--- config.mk ---
export PLATFORM = sky130hd
export DESIGN_NAME = dram_pwr_ctrl
export DESIGN_NICKNAME = d
export VERILOG_FILES = /design/src/rtl/dram_pwr_pkg.sv /design/src/rtl/dram_pwr_chip.sv /design/src/rtl/dram_pwr_req.sv /design/src/rtl/dram_pwr_ctrl.sv
export SDC_FILE = /design/constraint.sdc
export NUM_CORES = 1
export LEC_CHECK = 0
export ABC_AREA = 1
export CORE_MARGIN = 2
export CORE_UTILIZATION = 45
export CTS_CLUSTER_DIAMETER = 50
export DETAILED_ROUTE_END_ITERATION = 8
export DONT_BUFFER_PORTS = 1
export SYNTH_ARGS = -nofsm -noshare
export SYNTH_HDL_FRONTEND = slang
export SYNTH_SLANG_ARGS = --single-unit
--- constraint.sdc ---
create_clock -name clk -period 3 [get_ports clk]
set_clock_uncertainty 0.05 [all_clocks]
set_input_delay 0.15 -clock clk [delete_from_list [all_inputs] [get_ports clk]]
set_output_delay 0.15 -clock clk [all_outputs]
set_load 0.1 [all_outputs]
--- src/rtl/dram_pwr_pkg.sv ---
// Shared mode type and helpers for the DRAM power-mode controller.
// Assumes the mode encoding below is visible to software as-is.
package dram_pwr_pkg;

    typedef enum logic [1:0] {
        PS_ACTIVE = 2'd0,
        PS_STBY   = 2'd1,
        PS_NAP    = 2'd2,
        PS_PDN    = 2'd3
    } pstate_e;

    // Next lower-power mode; PowerDown maps to itself.
    function automatic pstate_e step_down(input pstate_e s);
        case (s)
            PS_ACTIVE: step_down = PS_STBY;
            PS_STBY:   step_down = PS_NAP;
            default:   step_down = PS_PDN;
        endcase
    endfunction

endpackage

--- src/rtl/dram_pwr_chip.sv ---
// Mode tracker for one DRAM device: holds its mode, counts idle cycles
// toward the next lower mode, and counts down the wake-up delay after an
// access. Assumes the access, pending and force strobes come from the
// request holder and are never asserted together with pending on access.
module dram_pwr_chip
    import dram_pwr_pkg::*;
#(
    parameter int CNT_W = 20,
    parameter int LAT_W = 12
) (
    input  logic             clk,
    input  logic             rst_n,
    input  logic             quad_i,
    input  pstate_e          base_i,
    input  logic [CNT_W-1:0] thr_as_i,
    input  logic [CNT_W-1:0] thr_sn_i,
    input  logic [CNT_W-1:0] thr_np_i,
    input  logic [LAT_W-1:0] lat_sb_i,
    input  logic [LAT_W-1:0] lat_nap_i,
    input  logic [LAT_W-1:0] lat_pd_i,
    input  logic             access_i,
    input  logic             pending_i,
    input  logic             frc_i,
    input  pstate_e          frc_state_i,
    output pstate_e          state_o,
    output logic             wake_done_o
);

    pstate_e          state_q;
    logic [CNT_W-1:0] idle_q;
    logic [LAT_W-1:0] wake_q;
    logic [CNT_W-1:0] thr_sel;
    logic [LAT_W-1:0] lat_sel;

    // Pick the idle threshold for the step out of the current mode.
    always_comb begin
        case (state_q)
            PS_ACTIVE: thr_sel = thr_as_i;
            PS_STBY:   thr_sel = thr_sn_i;
            default:   thr_sel = thr_np_i;
        endcase
    end

    // Pick the wake-up delay paid when leaving the current mode.
    always_comb begin
        case (state_q)
            PS_ACTIVE: lat_sel = '0;
            PS_STBY:   lat_sel = lat_sb_i;
            PS_NAP:    lat_sel = lat_nap_i;
            default:   lat_sel = lat_pd_i;
        endcase
    end

    // Mode, idle count and wake countdown update.
    always_ff @(posedge clk) begin
        if (!rst_n) begin
            state_q <= PS_ACTIVE;
            idle_q  <= '0;
            wake_q  <= '0;
        end else if (access_i) begin
            state_q <= PS_ACTIVE;
            idle_q  <= '0;
            wake_q  <= lat_sel;
        end else begin
            if (wake_q != '0) wake_q <= wake_q - 1'b1;
            if (pending_i) begin
                idle_q <= '0;
            end else if (frc_i) begin
                state_q <= frc_state_i;
                idle_q  <= '0;
            end else if (!quad_i) begin
                if (state_q != base_i) state_q <= base_i;
                idle_q <= '0;
            end else if (state_q != PS_PDN) begin
                if (idle_q >= thr_sel) begin
                    state_q <= step_down(state_q);
                    idle_q  <= '0;
                end else begin
                    idle_q <= idle_q + 1'b1;
                end
            end
        end
    end

    assign state_o     = state_q;
    assign wake_done_o = (wake_q == '0);

    // an access always lands the device in Active.
    p_access_active_r3: assert property (@(posedge clk) disable iff (!rst_n)
        access_i |=> state_q == PS_ACTIVE);

    // a device with a held request never leaves Active.
    p_pending_hold_r8: assert property (@(posedge clk) disable iff (!rst_n)
        pending_i |=> state_q == PS_ACTIVE);

    // without access or force, quad mode moves at most one step down.
    p_single_step_r6: assert property (@(posedge clk) disable iff (!rst_n)
        (quad_i && !access_i && !frc_i) |=>
            (state_q == $past(state_q)) || (int'(state_q) == int'($past(state_q)) + 1));

endmodule

--- src/rtl/dram_pwr_req.sv ---
// Single-entry request holder: accepts one request, marks its device as
// accessed and pending, and grants once that device's wake-up countdown
// is done. Assumes wake_done_i comes from registered device state.
module dram_pwr_req #(
    parameter int NCHIP  = 4,
    parameter int ADDR_W = 12,
    parameter int IDX_W  = 2
) (
    input  logic              clk,
    input  logic              rst_n,
    input  logic              req_valid_i,
    input  logic [ADDR_W-1:0] req_addr_i,
    input  logic [IDX_W-1:0]  req_chip_i,
    input  logic [NCHIP-1:0]  wake_done_i,
    output logic              req_ready_o,
    output logic              grant_o,
    output logic [IDX_W-1:0]  grant_chip_o,
    output logic [ADDR_W-1:0] grant_addr_o,
    output logic [NCHIP-1:0]  access_o,
    output logic [NCHIP-1:0]  pending_o
);

    logic              busy_q;
    logic [IDX_W-1:0]  tgt_q;
    logic [ADDR_W-1:0] addr_q;
    logic              accept;

    assign accept      = req_valid_i && !busy_q;
    assign req_ready_o = !busy_q;
    assign grant_o     = busy_q && wake_done_i[tgt_q];

    // Per-device access and pending strobes.
    for (genvar i = 0; i < NCHIP; i++) begin : g_strb
        assign access_o[i]  = accept && (req_chip_i == IDX_W'(i));
        assign pending_o[i] = busy_q && (tgt_q == IDX_W'(i));
    end

    // Hold the request from acceptance to grant.
    always_ff @(posedge clk) begin
        if (!rst_n) begin
            busy_q <= 1'b0;
            tgt_q  <= '0;
            addr_q <= '0;
        end else if (accept) begin
            busy_q <= 1'b1;
            tgt_q  <= req_chip_i;
            addr_q <= req_addr_i;
        end else if (grant_o) begin
            busy_q <= 1'b0;
        end
    end

    assign grant_chip_o = tgt_q;
    assign grant_addr_o = addr_q;

    // acceptance closes the door to further requests.
    p_one_held_r5: assert property (@(posedge clk) disable iff (!rst_n)
        (req_valid_i && req_ready_o) |=> !req_ready_o);

    // a grant frees the holder for the next request.
    p_release_r5: assert property (@(posedge clk) disable iff (!rst_n)
        grant_o |=> req_ready_o && !grant_o);

endmodule

--- src/rtl/dram_pwr_ctrl.sv ---
// Top of the per-device DRAM power-mode controller. Splits the address
// into a device index (non-interleaved), holds one request, and runs one
// mode tracker per device. Assumes configuration inputs are static while
// requests are in flight.
module dram_pwr_ctrl
    import dram_pwr_pkg::*;
#(
    parameter int NCHIP   = 4,
    parameter int CHIP_AW = 10,
    parameter int CNT_W   = 20,
    parameter int LAT_W   = 12,
    localparam int IDX_W  = (NCHIP > 1) ? $clog2(NCHIP) : 1,
    localparam int ADDR_W = CHIP_AW + IDX_W
) (
    input  logic               clk,
    input  logic               rst_n,
    input  logic               req_valid,
    input  logic [ADDR_W-1:0]  req_addr,
    output logic               req_ready,
    output logic               grant,
    output logic [IDX_W-1:0]   grant_chip,
    output logic [ADDR_W-1:0]  grant_addr,
    input  logic               quad_mode,
    input  logic [1:0]         base_state,
    input  logic [CNT_W-1:0]   thr_a2s,
    input  logic [CNT_W-1:0]   thr_s2n,
    input  logic [CNT_W-1:0]   thr_n2p,
    input  logic [LAT_W-1:0]   wake_stby,
    input  logic [LAT_W-1:0]   wake_nap,
    input  logic [LAT_W-1:0]   wake_pdn,
    input  logic               force_valid,
    input  logic [IDX_W-1:0]   force_chip,
    input  logic [1:0]         force_state,
    output logic [2*NCHIP-1:0] chip_state
);

    logic [IDX_W-1:0] req_chip;
    logic [NCHIP-1:0] wake_done;
    logic [NCHIP-1:0] access;
    logic [NCHIP-1:0] pending;
    pstate_e          st [NCHIP];

    // Non-interleaved split: device index is the address above the device size.
    assign req_chip = req_addr[CHIP_AW +: IDX_W];

    dram_pwr_req #(
        .NCHIP (NCHIP),
        .ADDR_W(ADDR_W),
        .IDX_W (IDX_W)
    ) u_req (
        .clk         (clk),
        .rst_n       (rst_n),
        .req_valid_i (req_valid),
        .req_addr_i  (req_addr),
        .req_chip_i  (req_chip),
        .wake_done_i (wake_done),
        .req_ready_o (req_ready),
        .grant_o     (grant),
        .grant_chip_o(grant_chip),
        .grant_addr_o(grant_addr),
        .access_o    (access),
        .pending_o   (pending)
    );

    for (genvar i = 0; i < NCHIP; i++) begin : g_chip
        logic frc_hit;
        assign frc_hit = force_valid && (force_chip == IDX_W'(i));

        dram_pwr_chip #(
            .CNT_W(CNT_W),
            .LAT_W(LAT_W)
        ) u_chip (
            .clk        (clk),
            .rst_n      (rst_n),
            .quad_i     (quad_mode),
            .base_i     (pstate_e'(base_state)),
            .thr_as_i   (thr_a2s),
            .thr_sn_i   (thr_s2n),
            .thr_np_i   (thr_n2p),
            .lat_sb_i   (wake_stby),
            .lat_nap_i  (wake_nap),
            .lat_pd_i   (wake_pdn),
            .access_i   (access[i]),
            .pending_i  (pending[i]),
            .frc_i      (frc_hit),
            .frc_state_i(pstate_e'(force_state)),
            .state_o    (st[i]),
            .wake_done_o(wake_done[i])
        );

        assign chip_state[2*i +: 2] = st[i];
    end

    // a request is only issued to a device that is Active.
    p_grant_active_r4: assert property (@(posedge clk) disable iff (!rst_n)
        grant |-> st[grant_chip] == PS_ACTIVE);

endmodule

### After elaboration in Yosys (flattened, before gate mapping)

Index checks and enable logic that the tools add are counted.

* register bits: 151
* latch bits: 0
* bits in writable memories: 0
* bits in read-only memories: 0
* logic and storage cells: 166
* memories: 0

* add/subtract/negate cells: 8
* multipliers: 0
* div/mod/pow operators: 0
* $lt $le $gt $ge: 5
* equality and inequality tests: 33
* shift operators: 0
* multiplexer cells: 48
* bitwise gates (word level): 6
* reductions and logical operators: 51

Operators with widths (number)
* 20-bit case mux with 2 select lines: 4
* 12-bit case mux with 3 select lines: 4
* 12-bit two-way mux: 8
* 20-bit by 1-bit adder with 20-bit output, second input constant: 4
* 20-bit >= comparator: 4
* 20-bit two-way mux: 4
* 12-bit logical NOT: 4
* 12-bit nonzero test: 4
* 12-bit by 1-bit subtractor with 12-bit output, second input constant: 4
* 2-bit two-way mux: 20
* 3-bit by 1-bit inequality test with 1-bit output, second input constant: 8
* 2-bit equality test, second input constant: 10
* 5-bit OR reduction: 4
* 2-bit case mux with 2 select lines: 4
* 4-bit AND reduction: 4
* 2-bit by 1-bit equality test with 1-bit output, second input constant: 7
* 1-bit logical AND: 14
* 2-bit logical NOT: 7
* 3-bit nonzero test: 4
* 2-bit nonzero test: 5
* 2-bit inequality test: 4
* 2-bit inequality test, second input constant: 4
* 2-bit OR reduction: 4
* 1-bit inverter: 6
* 4 further kinds: 6

### Longest topological paths before layout

Gate-level depths: netlist of the first run.

* word-level depth: 7
* mapped depth: 20
* mapped depth without buffers: 18

### Modules after synthesis

From an unflattened synthesis of the first run, not the netlist that was laid out.

* cell total of the unflattened synthesis: 1874
* area total of the unflattened synthesis: 12731.0 um^2

Modules (own cells, without submodules)
* dram_pwr_chip: times used 4, cells each 445, area an instance 3012.9 um^2
* dram_pwr_req: times used 1, cells each 86, area an instance 649.4 um^2
* dram_pwr_ctrl: times used 1, cells each 8, area an instance 30.0 um^2

### Least setup slack after synthesis of the first run

OpenSTA, ideal clock, no wires.

* path kind: reg2reg
* from: register g_chip[2].u_chip.state_q[0]
* to: register g_chip[2].u_chip.idle_q[14]
* data arrival time: 3.279 ns
* path slack: -0.445 ns
* stages on the path, launching flop included: 19
* buffers on the path: 3
* period minus slack after synthesis: 3.445 ns
* cells stage by stage: dfxtp_1 > inv_1 > nor2_2 > inv_2 > buf_2 > buf_2 > o22ai_1 > a21oi_1 > ha_1 > nand2_1 > nor2_1 > nand2_1 > nor2_1 > nand2_1 > nand4_1 > nand2_1 > nand2_4 > buf_6 > nor2_1

* cells in the longest elaborated chain, start to end: 4

RTL lines
* start, declared: line dram_pwr_chip.sv:29 `pstate_e state_q;`
* start signal, assigned: line dram_pwr_chip.sv:69 `state_q <= frc_state_i;`
* start signal, assigned: line dram_pwr_chip.sv:72 `if (state_q != base_i) state_q <= base_i;`
* start signal, assigned: line dram_pwr_chip.sv:76 `state_q <= step_down(state_q);`
* 2-bit by 1-bit equality test with 1-bit output / 2-bit logical NOT (equally long branches): line dram_pwr_chip.sv:37 `case (state_q)`
* 20-bit case mux with 2 select lines: line dram_pwr_chip.sv:37
* 20-bit >= comparator: line dram_pwr_chip.sv:75 `if (idle_q >= thr_sel) begin`
* 20-bit two-way mux: line dram_pwr_chip.sv:75
* end signal, assigned: line dram_pwr_chip.sv:79 `idle_q <= idle_q + 1'b1;`
* end, declared: line dram_pwr_chip.sv:30 `logic [CNT_W-1:0] idle_q;`

Several ways; a longest one is shown, not always the timed one.
A chain may end at the register's enable or synchronous reset.

### Worst setup path after layout of the first run

* from: register g_chip[1].u_chip.state_q[1]
* to: register g_chip[1].u_chip.idle_q[3]

* cells in the longest elaborated chain, start to end: 4

RTL lines (line)
* start, declared: dram_pwr_chip.sv:29
* start signal, assigned: dram_pwr_chip.sv:69
* start signal, assigned: dram_pwr_chip.sv:72
* start signal, assigned: dram_pwr_chip.sv:76
* 2-bit by 1-bit equality test with 1-bit output / 2-bit logical NOT (equally long branches): dram_pwr_chip.sv:37
* 20-bit case mux with 2 select lines: dram_pwr_chip.sv:37
* 20-bit >= comparator: dram_pwr_chip.sv:75
* 20-bit two-way mux: dram_pwr_chip.sv:75
* end signal, assigned: dram_pwr_chip.sv:79
* end, declared: dram_pwr_chip.sv:30

Several ways; a longest one is shown, not always the timed one.

==> results of run 1 <==
## flip-flops by register name, indices dropped and copies added (netlist names)
register	count
g_chip.u_chip.wake_q	48
g_chip.u_chip.state_o	8
u_req.grant_addr_o	12
u_req.busy_q	1
g_chip.u_chip.idle_q	80
## synthesized netlist by cell type (all sizes together)
cell type and instances:
a211oi 7, a21boi 4, a21o 6, a21oi 121, a221oi 22, a31o 1
buf 29, clkbuf 25, clkinv 4, dfxtp 149, ha 88, inv 261
nand2 371, nand3 71, nand3b 5, nand4 21, nor2 274, nor3 64
nor3b 2, nor4 15, o2111ai 4, o211ai 3, o21ai 70, o21bai 8
o221ai 48, o22ai 69, o31ai 5, o32ai 2, or2 7, xnor2 15
xor2 41
## how the worst max path moves through the flow
stage | cells after the start | from | end
global placement | 15 | g_chip[1].u_chip.state_o[1]$_SDFFE_PP0P_ | g_chip[1].u_chip.idle_q[11]$_SDFFE_PP0N_
detailed placement | 15 | g_chip[1].u_chip.state_o[1]$_SDFFE_PP0P_ | g_chip[1].u_chip.idle_q[11]$_SDFFE_PP0N_
finish | 15 | g_chip[1].u_chip.state_o[1]$_SDFFE_PP0P_ | g_chip[1].u_chip.idle_q[3]$_SDFFE_PP0N_
floorplan | 17 | g_chip[3].u_chip.state_o[1]$_SDFFE_PP0P_ | g_chip[3].u_chip.idle_q[16]$_SDFFE_PP0N_
CTS | 15 | g_chip[1].u_chip.state_o[1]$_SDFFE_PP0P_ | g_chip[1].u_chip.idle_q[2]$_SDFFE_PP0N_
global route | 15 | g_chip[1].u_chip.state_o[1]$_SDFFE_PP0P_ | g_chip[1].u_chip.idle_q[17]$_SDFFE_PP0N_
## metrics by stage
stage	hold WS [ns]	area [sq um]	setup TNS [ns]
2_1_floorplan	0.264	11900	0
3_3_place_gp	0.238	12400	-0.000723
3_5_place_dp	0.242	12400	0
4_1_cts	0.0000845	13200	0
5_1_grt	0.00201	13200	0
6_report	0.00791	13200	0
## power by group
part | switching, W | total, W | internal, W
Sequential | 0.000345 | 0.00266 | 0.00232
Combinational | 0.00225 | 0.00348 | 0.00123
Clock | 0.00101 | 0.00212 | 0.00111
## final cells by class
type	instances	area share (%)
sequential	149	22.7
clock inverter	13	0.852
tap	335	3.17
inverter	265	7.58
clock buffer	19	3.35
multi-input combinational	1344	57.9
timing repair buffer	69	4.47
## worst max-delay path: cells and delay by family (launching register included)
| kind | cells | cell delay, ns |
|---|---|---|
| adder cells (fa/ha/maj) | 1 | 0.32 |
| AO/OA/AOI/OAI | 2 | 0.46 |
| buffers and inverters | 4 | 0.40 |
| flip-flops | 1 | 0.35 |
| AND/OR/NAND/NOR | 8 | 1.07 |
## timing repair
| item | in CTS | in global routing |
|---|---|---|
| gates resized for setup | 0 | 7 |
| hold buffers | 24 | 0 |
| hold endpoints to repair | 55 | 0 |
| setup endpoints to repair | 0 | 41 |
## logic make-up (layout without fill, tap and decap cells)
family,Yosys count,after routing,synth area share (%)
flip-flops,149,149,25.1
AO/OA/AOI/OAI,370,370,19.5
adder cells (fa/ha/maj),88,88,9.26
AND/OR/NAND/NOR,830,830,31.3
XOR/XNOR,56,56,4.13
buffers and inverters,319,366,10.8
## routing by layer
| layer | global-route usage (%) | wire, microns | up-vias |
|---|---|---|---|
| met2 | 44.8 | 17500 | 498 |
| li1 | - | - | 6167 |
| met5 | 0 | 0 | - |
| met1 | 42.4 | 19100 | 5645 |
| met4 | 10.4 | 1530 | 0 |
| met3 | 7.25 | 3820 | 118 |
==> insert_results.sql, run 1 <==
INSERT INTO impl_metrics (metric_group, metric, value, unit) VALUES
('final_layout', 'num_antenna_cells', '0', ''),
('timing', 'number_of_hold_slack_violations_in_the_final_timing_report', '0', ''),
('worst_hold_path', 'hold_path_startpoint', 'wake_nap[0]', ''),
('timing', 'rsz0062_at_grt', 'no', ''),
('worst_hold_path', 'hold_wc_path_type', 'in2reg', ''),
('die', 'placementRows', '59', ''),
('global_routing', 'maximum_number_of_pins_on_one_net_before_global_route_repair', '33', ''),
('routing', 'drc', '0', ''),
('setup_path', 'cp_cell_sequence', 'inv_1 > nand2_2 > inv_1 > buf_4 > a221oi_1 > ha_1 > nand2_1 > inv_1 > nand2_1 > nand2_1 > a21oi_1 > nand4_1 > nand2_2 > nand2_4 > nor3_1', ''),
('logic_synthesis', 'ys.warnings.count', '0', ''),
('timing', 'layout_setup_ws', '0.265', 'ns'),
('clock_tree', 'tritoncts_clock_tree', 'yes', ''),
('final_layout', 'drive_gt1_share', '8.98', '%'),
('worst_hold_path', 'hold_path_end', 'g_chip[2].u_chip.wake_q[0]$_SDFFE_PN0P_', ''),
('setup_path', 'critical_path.endpoint_type', 'flop', ''),
('global_routing', 'wire_length_of_the_first_global_routing_pass', '65700', 'microns'),
('flow_run', 'drv.max_cap_violation_count', '0', ''),
('outcome', 'run_status', 'completed', ''),
('power', 'pd_cells', '625', 'mW/mm^2'),
('logic_synthesis', 'syn-num-nets', '2019', ''),
('placed_design', 'dp_hpwl', '32500', 'microns'),
('timing', 'report.final.slew_viol_count', '0', ''),
('setup_path', 'setup.worst_path.class', 'reg2reg', ''),
('setup_path', 'r2r_cells', '15', ''),
('routing', 'vias', '12400', ''),
('timing', 'transition_time_at_the_pin_with_the_least_slew_margin', '1.17', 'ns'),
('setup_path', 'regToRegSetupSlack', '0.27', 'ns'),
('final_layout', 'mostFrequentLayoutCells', 'nand2_1 (355), nor2_1 (258), inv_1 (248), dfxtp_1 (139), a21oi_1 (121)', ''),
('clock_tree', 'cts.sinks', '149', ''),
('setup_path', 'critical_path_peak_fanout', '17', ''),
('routing', 'detail_route.wirelength', '41900', 'microns'),
('global_routing', 'number_of_global_route_vias_before_repair', '11600', ''),
('power', 'power', '0.00826', 'W'),
('routing', 'detail_route.wl_per_cell', '19.1', 'microns'),
('final_layout', 'stdcell_count', '2194', ''),
('die', 'coreArea', '0.0260', 'sq mm'),
('logic_synthesis', 'netlist.area_leader.share', '25.1', '%'),
('die', 'die_h', '167', 'microns'),
('logic_synthesis', 'cells_after_synthesis', '1812', ''),
('setup_path', 'cp-start-kind', 'flop', ''),
('timing', 'setup_viol', '0', ''),
('final_layout', 'final_cell_utilization_of_the_core', '50.9', '%'),
('die', 'initial_core_util', '45.8', '%'),
('setup_path', 'reg2reg_start', 'g_chip[1].u_chip.state_o[1]$_SDFFE_PP0P_', ''),
('placed_design', 'gp_congestion', '1.03', ''),
('clock_tree', 'cts.repair_timing.setup_buffer_count', '0', ''),
('setup_path', 'timing.critical_path.slowest_stage_cell', 'dfxtp_4', ''),
('clock_tree', 'root_buffer', 'clkbuf_16', ''),
('power', 'worst_ir_drop_vdd', '0.360', 'mV'),
('logic_synthesis', 'synthDistinctLibCells', '51', ''),
('clock_tree', 'cts-root-to-sink-buffers', '2', ''),
('logic_synthesis', 'synth-seq-area-share', '25.1', '%'),
('final_layout', 'num-nets-final', '2053', ''),
('worst_hold_path', 'worst_hold_path.num_cells', '4', ''),
('setup_path', 'critical_path.max_stage_delay', '0.35', 'ns'),
('global_routing', 'global_route.overflow_total', '0', ''),
('logic_synthesis', 'postSynthAreaPerCell', '6.56', 'sq um'),
('routing', 'dr.first_iter.drc_count', '1128', ''),
('final_layout', 'commonest_non_fill_non_tap_cell_in_the_layout', 'nand2_1', ''),
('global_routing', 'grt_usage', '30.1', '%'),
('routing', 'vias_per_cell', '5.66', ''),
('logic_synthesis', 'synth-seq-cells', '149', ''),
('setup_path', 'critical_path_rt', '3.31', 'ns'),
('final_layout', 'filler_cell_count', '2685', ''),
('clock_tree', 'number_of_buffers_inserted_during_clock_tree_synthesis', '17', ''),
('placed_design', 'place.port_buffers', '0', ''),
('final_layout', 'sequential_cell_area', '0.00300', 'sq mm'),
('global_routing', 'antenna_found_initial', '0', ''),
('placed_design', 'placed_cells', '2138', ''),
('die', 'num_io_pins', '143', ''),
('logic_synthesis', 'synthDominantAreaCellType', 'dfxtp_1', '');
Power figures use the tool's default switching activity.
==> inputs of run 2 (changes only) <==
--- a/config.mk
+++ b/config.mk
@@ -5,10 +5,8 @@
 export SDC_FILE = /design/constraint.sdc
 export NUM_CORES = 1
 export LEC_CHECK = 0
-export ABC_AREA = 1
 export CORE_MARGIN = 2
 export CORE_UTILIZATION = 45
-export CTS_CLUSTER_DIAMETER = 50
 export DETAILED_ROUTE_END_ITERATION = 8
 export DONT_BUFFER_PORTS = 1
 export SYNTH_ARGS = -nofsm -noshare
==> run 2 against run 1 <==
Against the previous run: the flow now finishes with violations (negative setup slack); largest power group unchanged; combinational power fell by 11%; highest routed layer unchanged; final area increased by 1.4%; critical endpoint is now grant; register-to-register slack got worse by 0.13 ns; sequential power about the same.
==> insert_results.sql, run 2 <==
INSERT INTO impl_metrics (metric_group, metric, value, unit) VALUES
('outcome', 'run_status', 'complete, but fails checks', ''),
('outcome', 'violations', 'negative setup slack', ''),
('die', 'num_io_pins', '143', ''),
('setup_path', 'critical_path.endpoint_type', 'output pin', ''),
('global_routing', 'antenna_found_initial', '1', ''),
('die', 'coreArea', '0.0258', 'sq mm'),
('placed_design', 'gp_congestion', '0.981', ''),
('logic_synthesis', 'synth-seq-area-share', '25.4', '%'),
('logic_synthesis', 'synth_fa_ha_area_share', '9.37', '%'),
('logic_synthesis', 'ys.warnings.count', '0', ''),
('final_layout', 'num_antenna_cells', '0', ''),
('clock_tree', 'clkLatencyLatePin', '0.43', 'ns'),
('routing', 'drt_pass1_iterations', '5', ''),
('logic_synthesis', 'yosys_most_used_dff', 'dfxtp_1', ''),
('setup_path', 'timing.critical_path.slowest_stage_cell', 'mux4_2', ''),
('clock_tree', 'cts-root-to-sink-buffers', '2', ''),
('logic_synthesis', 'yosys-mux-area-fraction', '12.2', '%'),
('global_routing', 'global_route.overflow_total', '0', ''),
('routing', 'detail_route.wl_per_cell', '20.3', 'microns'),
('final_layout', 'largest_register', 'g_chip.u_chip.idle_q', ''),
('timing', 'min_period_over_period', '107', '%'),
('logic_synthesis', 'netlist.area_leader.share', '25.4', '%'),
('clock_tree', 'cts.sinks', '149', ''),
('routing', 'drc', '0', ''),
('placed_design', 'place.port_buffers', '0', ''),
('final_layout', 'drive_gt1_share', '11.1', '%'),
('worst_hold_path', 'hold_wc_path_type', 'in2reg', ''),
('routing', 'dr.first_iter.drc_count', '877', ''),
('timing', 'slew-limit-headroom', '19.1', '%'),
('logic_synthesis', 'synthDominantAreaCellType', 'dfxtp_1', ''),
('die', 'placementRows', '59', ''),
('global_routing', 'wire_length_of_the_first_global_routing_pass', '57400', 'microns'),
('setup_path', 'worst-endpoint-arrival', '3.01', 'ns'),
('power', 'power_leakage', '5.24', 'nW'),
('power', 'seq_power_share', '32.7', '%'),
('setup_path', 'crit_buf_inv', '2', ''),
('timing', 'report.final.slew_viol_count', '0', ''),
('power', 'pd_cells', '606', 'mW/mm^2'),
('global_routing', 'grt_use_met2', '40.2', '%'),
('logic_synthesis', 'netlist_top_cells_area', 'dfxtp_1 (25%), ha_1 (9.4%), mux2i_1 (7.8%)', ''),
('placed_design', 'dp_hpwl', '27800', 'microns'),
('power', 'switchingPower', '0.00306', 'W'),
('timing', 'transition_time_at_the_pin_with_the_least_slew_margin', '1.21', 'ns'),
('setup_path', 'critical_path_rt', '2.80', 'ns'),
('logic_synthesis', 'synthArstFlopShare', '0', '%'),
('die', 'initial_core_util', '45.5', '%'),
('logic_synthesis', 'synthDistinctLibCells', '61', ''),
('logic_synthesis', 'netlist_top_cells_count', 'nor2_1 (197), dfxtp_1 (149), nand2_1 (117), a21oi_1 (113), mux2i_1 (91)', ''),
('routing', 'vias', '11100', ''),
('power', 'power_share_of_the_clock_group', '29.3', '%'),
('routing', 'detail_route.wirelength', '37700', 'microns'),
('global_routing', 'grt_most_used_layer', 'met2', ''),
('global_routing', 'maximum_number_of_pins_on_one_net_before_global_route_repair', '46', ''),
('logic_synthesis', 'postSynthAreaPerCell', '7.88', 'sq um'),
('logic_synthesis', 'synth_enable_flop_cells', '0', ''),
('logic_synthesis', 'synth-xor-area-share', '8.50', '%'),
('final_layout', 'flip_flop_count_of_the_largest_register_after_layout', '80', ''),
('setup_path', 'cp-start-kind', 'flop', ''),
('global_routing', 'global_route.usage.met3', '5.84', '%'),
('timing', 'rsz0062_at_grt', 'yes', ''),
('timing', 'totalNegativeSetupSlack', '-0.208', 'ns'),
('die', 'die_width', '166', 'microns'),
('flow_run', 'drv.max_cap_violation_count', '0', ''),
('final_layout', 'num-nets-final', '1719', ''),
('power', 'p_sw_share', '37.7', '%'),
('routing', 'vias_per_cell', '5.99', ''),
('global_routing', 'grt_usage', '27.1', '%'),
('clock_tree', 'number_of_buffers_inserted_during_clock_tree_synthesis', '17', ''),
('clock_tree', 'root_buffer', 'clkbuf_16', ''),
('clock_tree', 'tritoncts_clock_tree', 'yes', ''),
('placed_design', 'placed_cells', '1781', ''),
('logic_synthesis', 'combinational_family_with_the_most_area_after_synthesis', 'simple AND/OR/NAND/NOR gates', ''),
('logic_synthesis', 'synthSimpleGateAreaFrac', '23.7', '%'),
('logic_synthesis', 'most_common_cell_in_the_netlist', 'nor2_1', ''),
('setup_path', 'cp_cell_sequence', 'inv_2 > ha_4 > or3b_4 > or4_4 > or3_4 > mux4_2 > nor2_4 > buf_12', ''),
('logic_synthesis', 'syn-num-nets', '1698', ''),
('final_layout', 'commonest_non_fill_non_tap_cell_in_the_layout', 'nor2_1', ''),
('power', 'combPwrFrac', '38.0', '%'),
('logic_synthesis', 'syn_area', '0.0118', 'sq mm'),
('power', 'cellInternalPower', '0.00507', 'W'),
('setup_path', 'critical_path_peak_fanout', '4', ''),
('logic_synthesis', 'synth-seq-cells', '149', ''),
('timing', 'layout_setup_ws', '-0.208', 'ns'),
('clock_tree', 'clock_tree.htree_level_count', '4', ''),
('logic_synthesis', 'cells_after_synthesis', '1491', ''),
('power', 'worst_ir_drop_vdd', '0.378', 'mV'),
('die', 'die_h', '166', 'microns'),
('setup_path', 'critical_path.max_stage_delay', '0.51', 'ns'),
('power', 'power', '0.00813', 'W'),
('final_layout', 'stdcell_count', '1860', ''),
('global_routing', 'globalRouteMet1Util', '38.4', '%'),
('setup_path', 'setup.worst_path.class', 'reg2out', ''),
('clock_tree', 'clk_transition_reported_paths', '0.08', 'ns'),
('die', 'die-area', '0.0274', 'sq mm'),
('logic_synthesis', 'synth-compound-area-share', '17.1', '%'),
('final_layout', 'area_overhead_vs_synth', '14.1', '%'),
('timing', 'number_of_hold_slack_violations_in_the_final_timing_report', '0', ''),
('timing', 'max_clock_freq', '312', 'MHz'),
('setup_path', 'crit_family', 'simple AND/OR/NAND/NOR gates', ''),
('timing', 'minimum_clock_period', '3.21', 'ns'),
('timing', 'setup_viol', '1', ''),
('final_layout', 'mostFrequentLayoutCells', 'nor2_1 (197), dfxtp_1 (138), nand2_1 (117), a21oi_1 (111), mux2i_1 (91)', ''),
('routing', 'final_antenna_net_count', '0', ''),
('global_routing', 'number_of_global_route_vias_before_repair', '10300', '');
==> run 2: kinds of logic (layout without fill, tap and decap cells) <==
kind of cell,after synthesis,after routing
flops,149,149
xor+xnor,114,114
compound gates,308,308
mux,136,136
simple gates,580,580
buf+inv,116,150
fa+ha+maj,88,88
==> run 2: final cells by class <==
cell class | count | area (sq um)
multi-input combinational | 1226 | 8420
inverter | 27 | 101
sequential | 149 | 3020
clock buffer | 19 | 475
fill | 2491 | 12400
clock inverter | 13 | 164
tap | 335 | 419
timing repair buffer | 91 | 808
==> run 2: what timing repair did <==
action | in CTS | in global routing
setup endpoints to repair | 1 | 17
setup buffers | 2 | 14
gates resized for setup | 3 | 4
hold endpoints to repair | 69 | 0
pin swaps | 1 | 1
hold buffers | 31 | 0
==> run 2: layer usage <==
layer | wire length [microns] | vias up
met3 | 3050 | 73
met2 | 16400 | 391
li1 | - | 5459
met4 | 1010 | 0
met5 | 0 | -
met1 | 17300 | 5212
==> run 2: metrics by stage <==
| step | hold WS, ns | instance area [sq um] | worst slack, ns | utilization [%] |
|---|---|---|---|---|
| after global routing | 0.0139 | 13400 | -0.298 | 51.9 |
| final | 0.00423 | 13400 | -0.208 | 51.9 |
| after global placement | 0.229 | 12300 | 0.0891 | 47.6 |
| after CTS | 0.000235 | 13300 | -0.217 | 51.4 |
| after detailed placement | 0.229 | 12300 | 0.0745 | 47.6 |
| after floorplan | 0.245 | 12100 | -0.0272 | - |
==> run 2: final timing paths <==
kind                                                    to                                startpoint  cells after the start  slack [ns]
setup / recovery                                     grant   g_chip[1].u_chip.wake_q[0]$_SDFFE_PN0P_                      8       -0.21
hold reg to reg    g_chip[0].u_chip.wake_q[6]$_SDFFE_PN0P_   g_chip[0].u_chip.wake_q[6]$_SDFFE_PN0P_                      2        0.45
setup reg to reg  g_chip[1].u_chip.state_o[0]$_SDFFE_PP0P_  g_chip[1].u_chip.state_o[0]$_SDFFE_PP0P_                     11        0.14
hold / removal     g_chip[2].u_chip.wake_q[8]$_SDFFE_PN0P_                               wake_nap[8]                      2       0.004
==> run 2: power by group through the flow <==
stage          combinational (W)  clock [W]  sequential [W]
4_1_cts                  0.00301    0.00242         0.00266
3_3_place_gp             0.00287          0         0.00269
3_5_place_dp             0.00291          0         0.00269
6_report                 0.00309    0.00238         0.00266
2_1_floorplan            0.00240          0         0.00267
5_1_grt                  0.00342    0.00251         0.00270
==> inputs of run 3 (changes only) <==
--- a/config.mk
+++ b/config.mk
@@ -5,10 +5,12 @@
 export SDC_FILE = /design/constraint.sdc
 export NUM_CORES = 1
 export LEC_CHECK = 0
+export ABC_AREA = 1
 export CORE_MARGIN = 2
 export CORE_UTILIZATION = 45
 export DETAILED_ROUTE_END_ITERATION = 8
 export DONT_BUFFER_PORTS = 1
+export SETUP_SLACK_MARGIN = 0.15
 export SYNTH_ARGS = -nofsm -noshare
 export SYNTH_HDL_FRONTEND = slang
 export SYNTH_SLANG_ARGS = --single-unit
==> run 3 against run 2 <==
Against the previous run: the run now ends clean; flip-flop and latch count is the same; highest routed layer unchanged; clock-buffer cell count stayed put; utilization fell by 0.56 points; combinational power increased by 13%; largest power group unchanged; first-iteration DRC count increased by 24%; critical path depth grew 1; non-clock buffer count fell by 26; largest cell class unchanged.
==> insert_results.sql, run 3 (synthesis gave the netlist of run 1 again) <==
INSERT INTO impl_metrics (metric_group, metric, value, unit) VALUES
('outcome', 'run_status', 'completed', ''),
('setup_path', 'critical_path.max_stage_delay', '0.35', 'ns'),
('routing', 'drt_pass1_iterations', '5', ''),
('placed_design', 'dp_hpwl', '31900', 'microns'),
('final_layout', 'num_antenna_cells', '0', ''),
('timing', 'transition_time_at_the_pin_with_the_least_slew_margin', '1.15', 'ns'),
('final_layout', 'stdcell_count', '2190', ''),
('placed_design', 'gp_congestion', '1.05', ''),
('routing', 'vias', '12600', ''),
('clock_tree', 'cts.sinks', '149', ''),
('timing', 'holdWs', '0.0116', 'ns'),
('final_layout', 'final_cell_utilization_of_the_core', '51.3', '%'),
('clock_tree', 'number_of_buffers_inserted_during_clock_tree_synthesis', '17', ''),
('final_layout', 'area_overhead_vs_synth', '12.2', '%'),
('final_layout', 'filler_cell_count', '2618', ''),
('timing', 'totalNegativeSetupSlack', '0', 'ns'),
('setup_path', 'timing.critical_path.slowest_stage_cell', 'nor2_1', ''),
('setup_path', 'setup.worst_path.end', 'grant', ''),
('routing', 'detail_route.wl_per_cell', '18.9', 'microns'),
('die', 'die-area', '0.0277', 'sq mm'),
('setup_path', 'critical_path.endpoint_type', 'output pin', ''),
('final_layout', 'sequential_cell_area', '0.00302', 'sq mm'),
('setup_path', 'crit_family', 'simple AND/OR/NAND/NOR gates', ''),
('setup_path', 'worst-endpoint-arrival', '2.47', 'ns'),
('flow_run', 'drv.max_cap_violation_count', '0', ''),
('timing', 'max_clock_freq', '375', 'MHz'),
('setup_path', 'cp-start-kind', 'flop', ''),
('setup_path', 'crit_cells', '9', ''),
('final_layout', 'mostFrequentLayoutCells', 'nand2_1 (355), nor2_1 (255), inv_1 (248), dfxtp_1 (139), a21oi_1 (119)', ''),
('timing', 'rsz0062_at_grt', 'yes', ''),
('setup_path', 'critical_path_peak_fanout', '4', ''),
('global_routing', 'wire_length_of_the_first_global_routing_pass', '64600', 'microns'),
('setup_path', 'reg2reg_start', 'g_chip[3].u_chip.state_o[0]$_SDFFE_PP0P_', ''),
('setup_path', 'regToRegEndpoint', 'g_chip[3].u_chip.idle_q[9]$_SDFFE_PP0N_', ''),
('global_routing', 'antenna_found_initial', '0', ''),
('die', 'coreArea', '0.0260', 'sq mm'),
('clock_tree', 'clkLatencyLatePin', '0.43', 'ns'),
('worst_hold_path', 'hold_wc_path_type', 'in2reg', ''),
('setup_path', 'crit_buf_inv', '3', ''),
('setup_path', 'cp_cell_sequence', 'inv_1 > ha_1 > inv_1 > nor3_1 > nand2_1 > nor2_1 > o21ai_0 > nor2_2 > buf_4', ''),
('setup_path', 'r2r_cells', '15', ''),
('final_layout', 'flip_flop_count_of_the_largest_register_after_layout', '80', ''),
('clock_tree', 'clock_tree.htree_level_count', '4', ''),
('clock_tree', 'tritoncts_clock_tree', 'yes', ''),
('final_layout', 'num-nets-final', '2049', ''),
('routing', 'final_antenna_net_count', '0', ''),
('setup_path', 'critical_path_rt', '2.80', 'ns'),
('final_layout', 'multi_input_comb_area', '0.00772', 'sq mm'),
('timing', 'report.final.slew_viol_count', '0', ''),
('power', 'power_leakage', '5.92', 'nW'),
('power', 'worst_ir_drop_vdd', '0.384', 'mV'),
('routing', 'detail_route.wirelength', '41500', 'microns'),
('power', 'pd_cells', '627', 'mW/mm^2'),
('global_routing', 'grt_usage', '29.5', '%'),
('global_routing', 'maximum_number_of_pins_on_one_net_before_global_route_repair', '33', ''),
('clock_tree', 'clk_transition_reported_paths', '0.07', 'ns'),
('die', 'num_io_pins', '143', ''),
('die', 'placementRows', '59', ''),
('setup_path', 'setup.worst_path.start', 'g_chip[1].u_chip.wake_q[0]$_SDFFE_PN0P_', ''),
('timing', 'setup_viol', '0', ''),
('setup_path', 'critPathMostFrequentCell', 'inv_1', ''),
('routing', 'drc', '0', ''),
('setup_path', 'setup.worst_path.class', 'reg2out', ''),
('die', 'die_width', '167', 'microns'),
('die', 'die_h', '167', 'microns'),
('placed_design', 'place.port_buffers', '0', ''),
('timing', 'number_of_hold_slack_violations_in_the_final_timing_report', '0', ''),
('die', 'initial_core_util', '45.8', '%'),
('final_layout', 'commonest_non_fill_non_tap_cell_in_the_layout', 'nand2_1', ''),
('global_routing', 'number_of_global_route_vias_before_repair', '11400', ''),
('routing', 'vias_per_cell', '5.73', ''),
('routing', 'dr.first_iter.drc_count', '1087', ''),
('placed_design', 'placed_cells', '2132', ''),
('setup_path', 'regToRegSetupSlack', '0.33', 'ns'),
('clock_tree', 'cts-root-to-sink-buffers', '2', ''),
('global_routing', 'global_route.overflow_total', '0', ''),
('timing', 'min_period_over_period', '89.0', '%'),
('clock_tree', 'root_buffer', 'clkbuf_16', ''),
('timing', 'slew-limit-headroom', '23.3', '%'),
('final_layout', 'drive_gt1_share', '9.54', '%'),
('power', 'power', '0.00837', 'W'),
('final_layout', 'largest_register', 'g_chip.u_chip.idle_q', ''),
('timing', 'minimum_clock_period', '2.67', 'ns');
-- run 3: changes by cell type in the layout (fill, tap and decap cells not counted), moves of 17 or more --
cell and delta:
nand3_1 +17, mux2_2 -44, o21ai_0 +28, a211oi_1 -33, inv_1 +223, o221ai_1 +46, xnor2_1 -47, buf_4 -20
nor2_1 +58, nand2_1 +238, o22ai_1 +67, and2_1 -22, mux2i_1 -91
-- run 3: how the worst min path moves through the flow --
| stage | start | end | slack, ns | depth (start not counted) |
|---|---|---|---|---|
| after global routing | wake_stby[11] | g_chip[1].u_chip.wake_q[11]$_SDFFE_PN0P_ | 0.04 | 2 |
| after global placement | rst_n | g_chip[1].u_chip.wake_q[0]$_SDFFE_PN0P_ | 0.23 | 2 |
| after CTS | wake_stby[11] | g_chip[1].u_chip.wake_q[11]$_SDFFE_PN0P_ | 0.006 | 2 |
| after floorplan | req_addr[7] | u_req.grant_addr_o[7]$_SDFFE_PN0P_ | 0.26 | 2 |
| final | wake_stby[11] | g_chip[1].u_chip.wake_q[11]$_SDFFE_PN0P_ | 0.01 | 2 |
| after detailed placement | rst_n | g_chip[1].u_chip.wake_q[0]$_SDFFE_PN0P_ | 0.24 | 2 |
-- run 3: timing repair --
action,4_1_cts,5_1_grt
pin swaps,0,2
endpoints found under the hold margin,54,0
gates resized for setup,0,24
setup endpoints to repair,11,79
buffers inserted,1,1
hold buffers,24,0
-- run 3: stage by stage --
stage,instance area [sq um],setup WS [ns]
floorplan,11900,0.156
global placement,12400,0.129
global route,13300,0.135
finish,13300,0.330
CTS,13200,0.201
detailed placement,12400,0.158
-- run 3: routing by layer --
layer | wire, microns | GRT usage, % | vias up
met5 | 0 | 0 | -
met4 | 1590 | 12.4 | 0
met3 | 3290 | 5.63 | 112
met2 | 17500 | 43.8 | 524
met1 | 19000 | 41.5 | 5764
li1 | - | - | 6155
-- run 3: area by class of cell --
class / instances / share of cell area, %
Clock inverter: 13 / 1.07
Sequential cell: 149 / 22.6
Tap cell: 335 / 3.14
Inverter: 265 / 7.60
Timing Repair Buffer: 65 / 4.35
Clock buffer: 19 / 3.32
Multi-Input combinational cell: 1344 / 57.9
-- run 3: where the power goes --
group / internal, W / leakage (nW) / switching, W
clock network: 0.00126 / 0.289 / 0.000970
logic: 0.00124 / 4.41 / 0.00225
registers: 0.00231 / 1.22 / 0.000345
total: 0.00481 / 5.92 / 0.00356
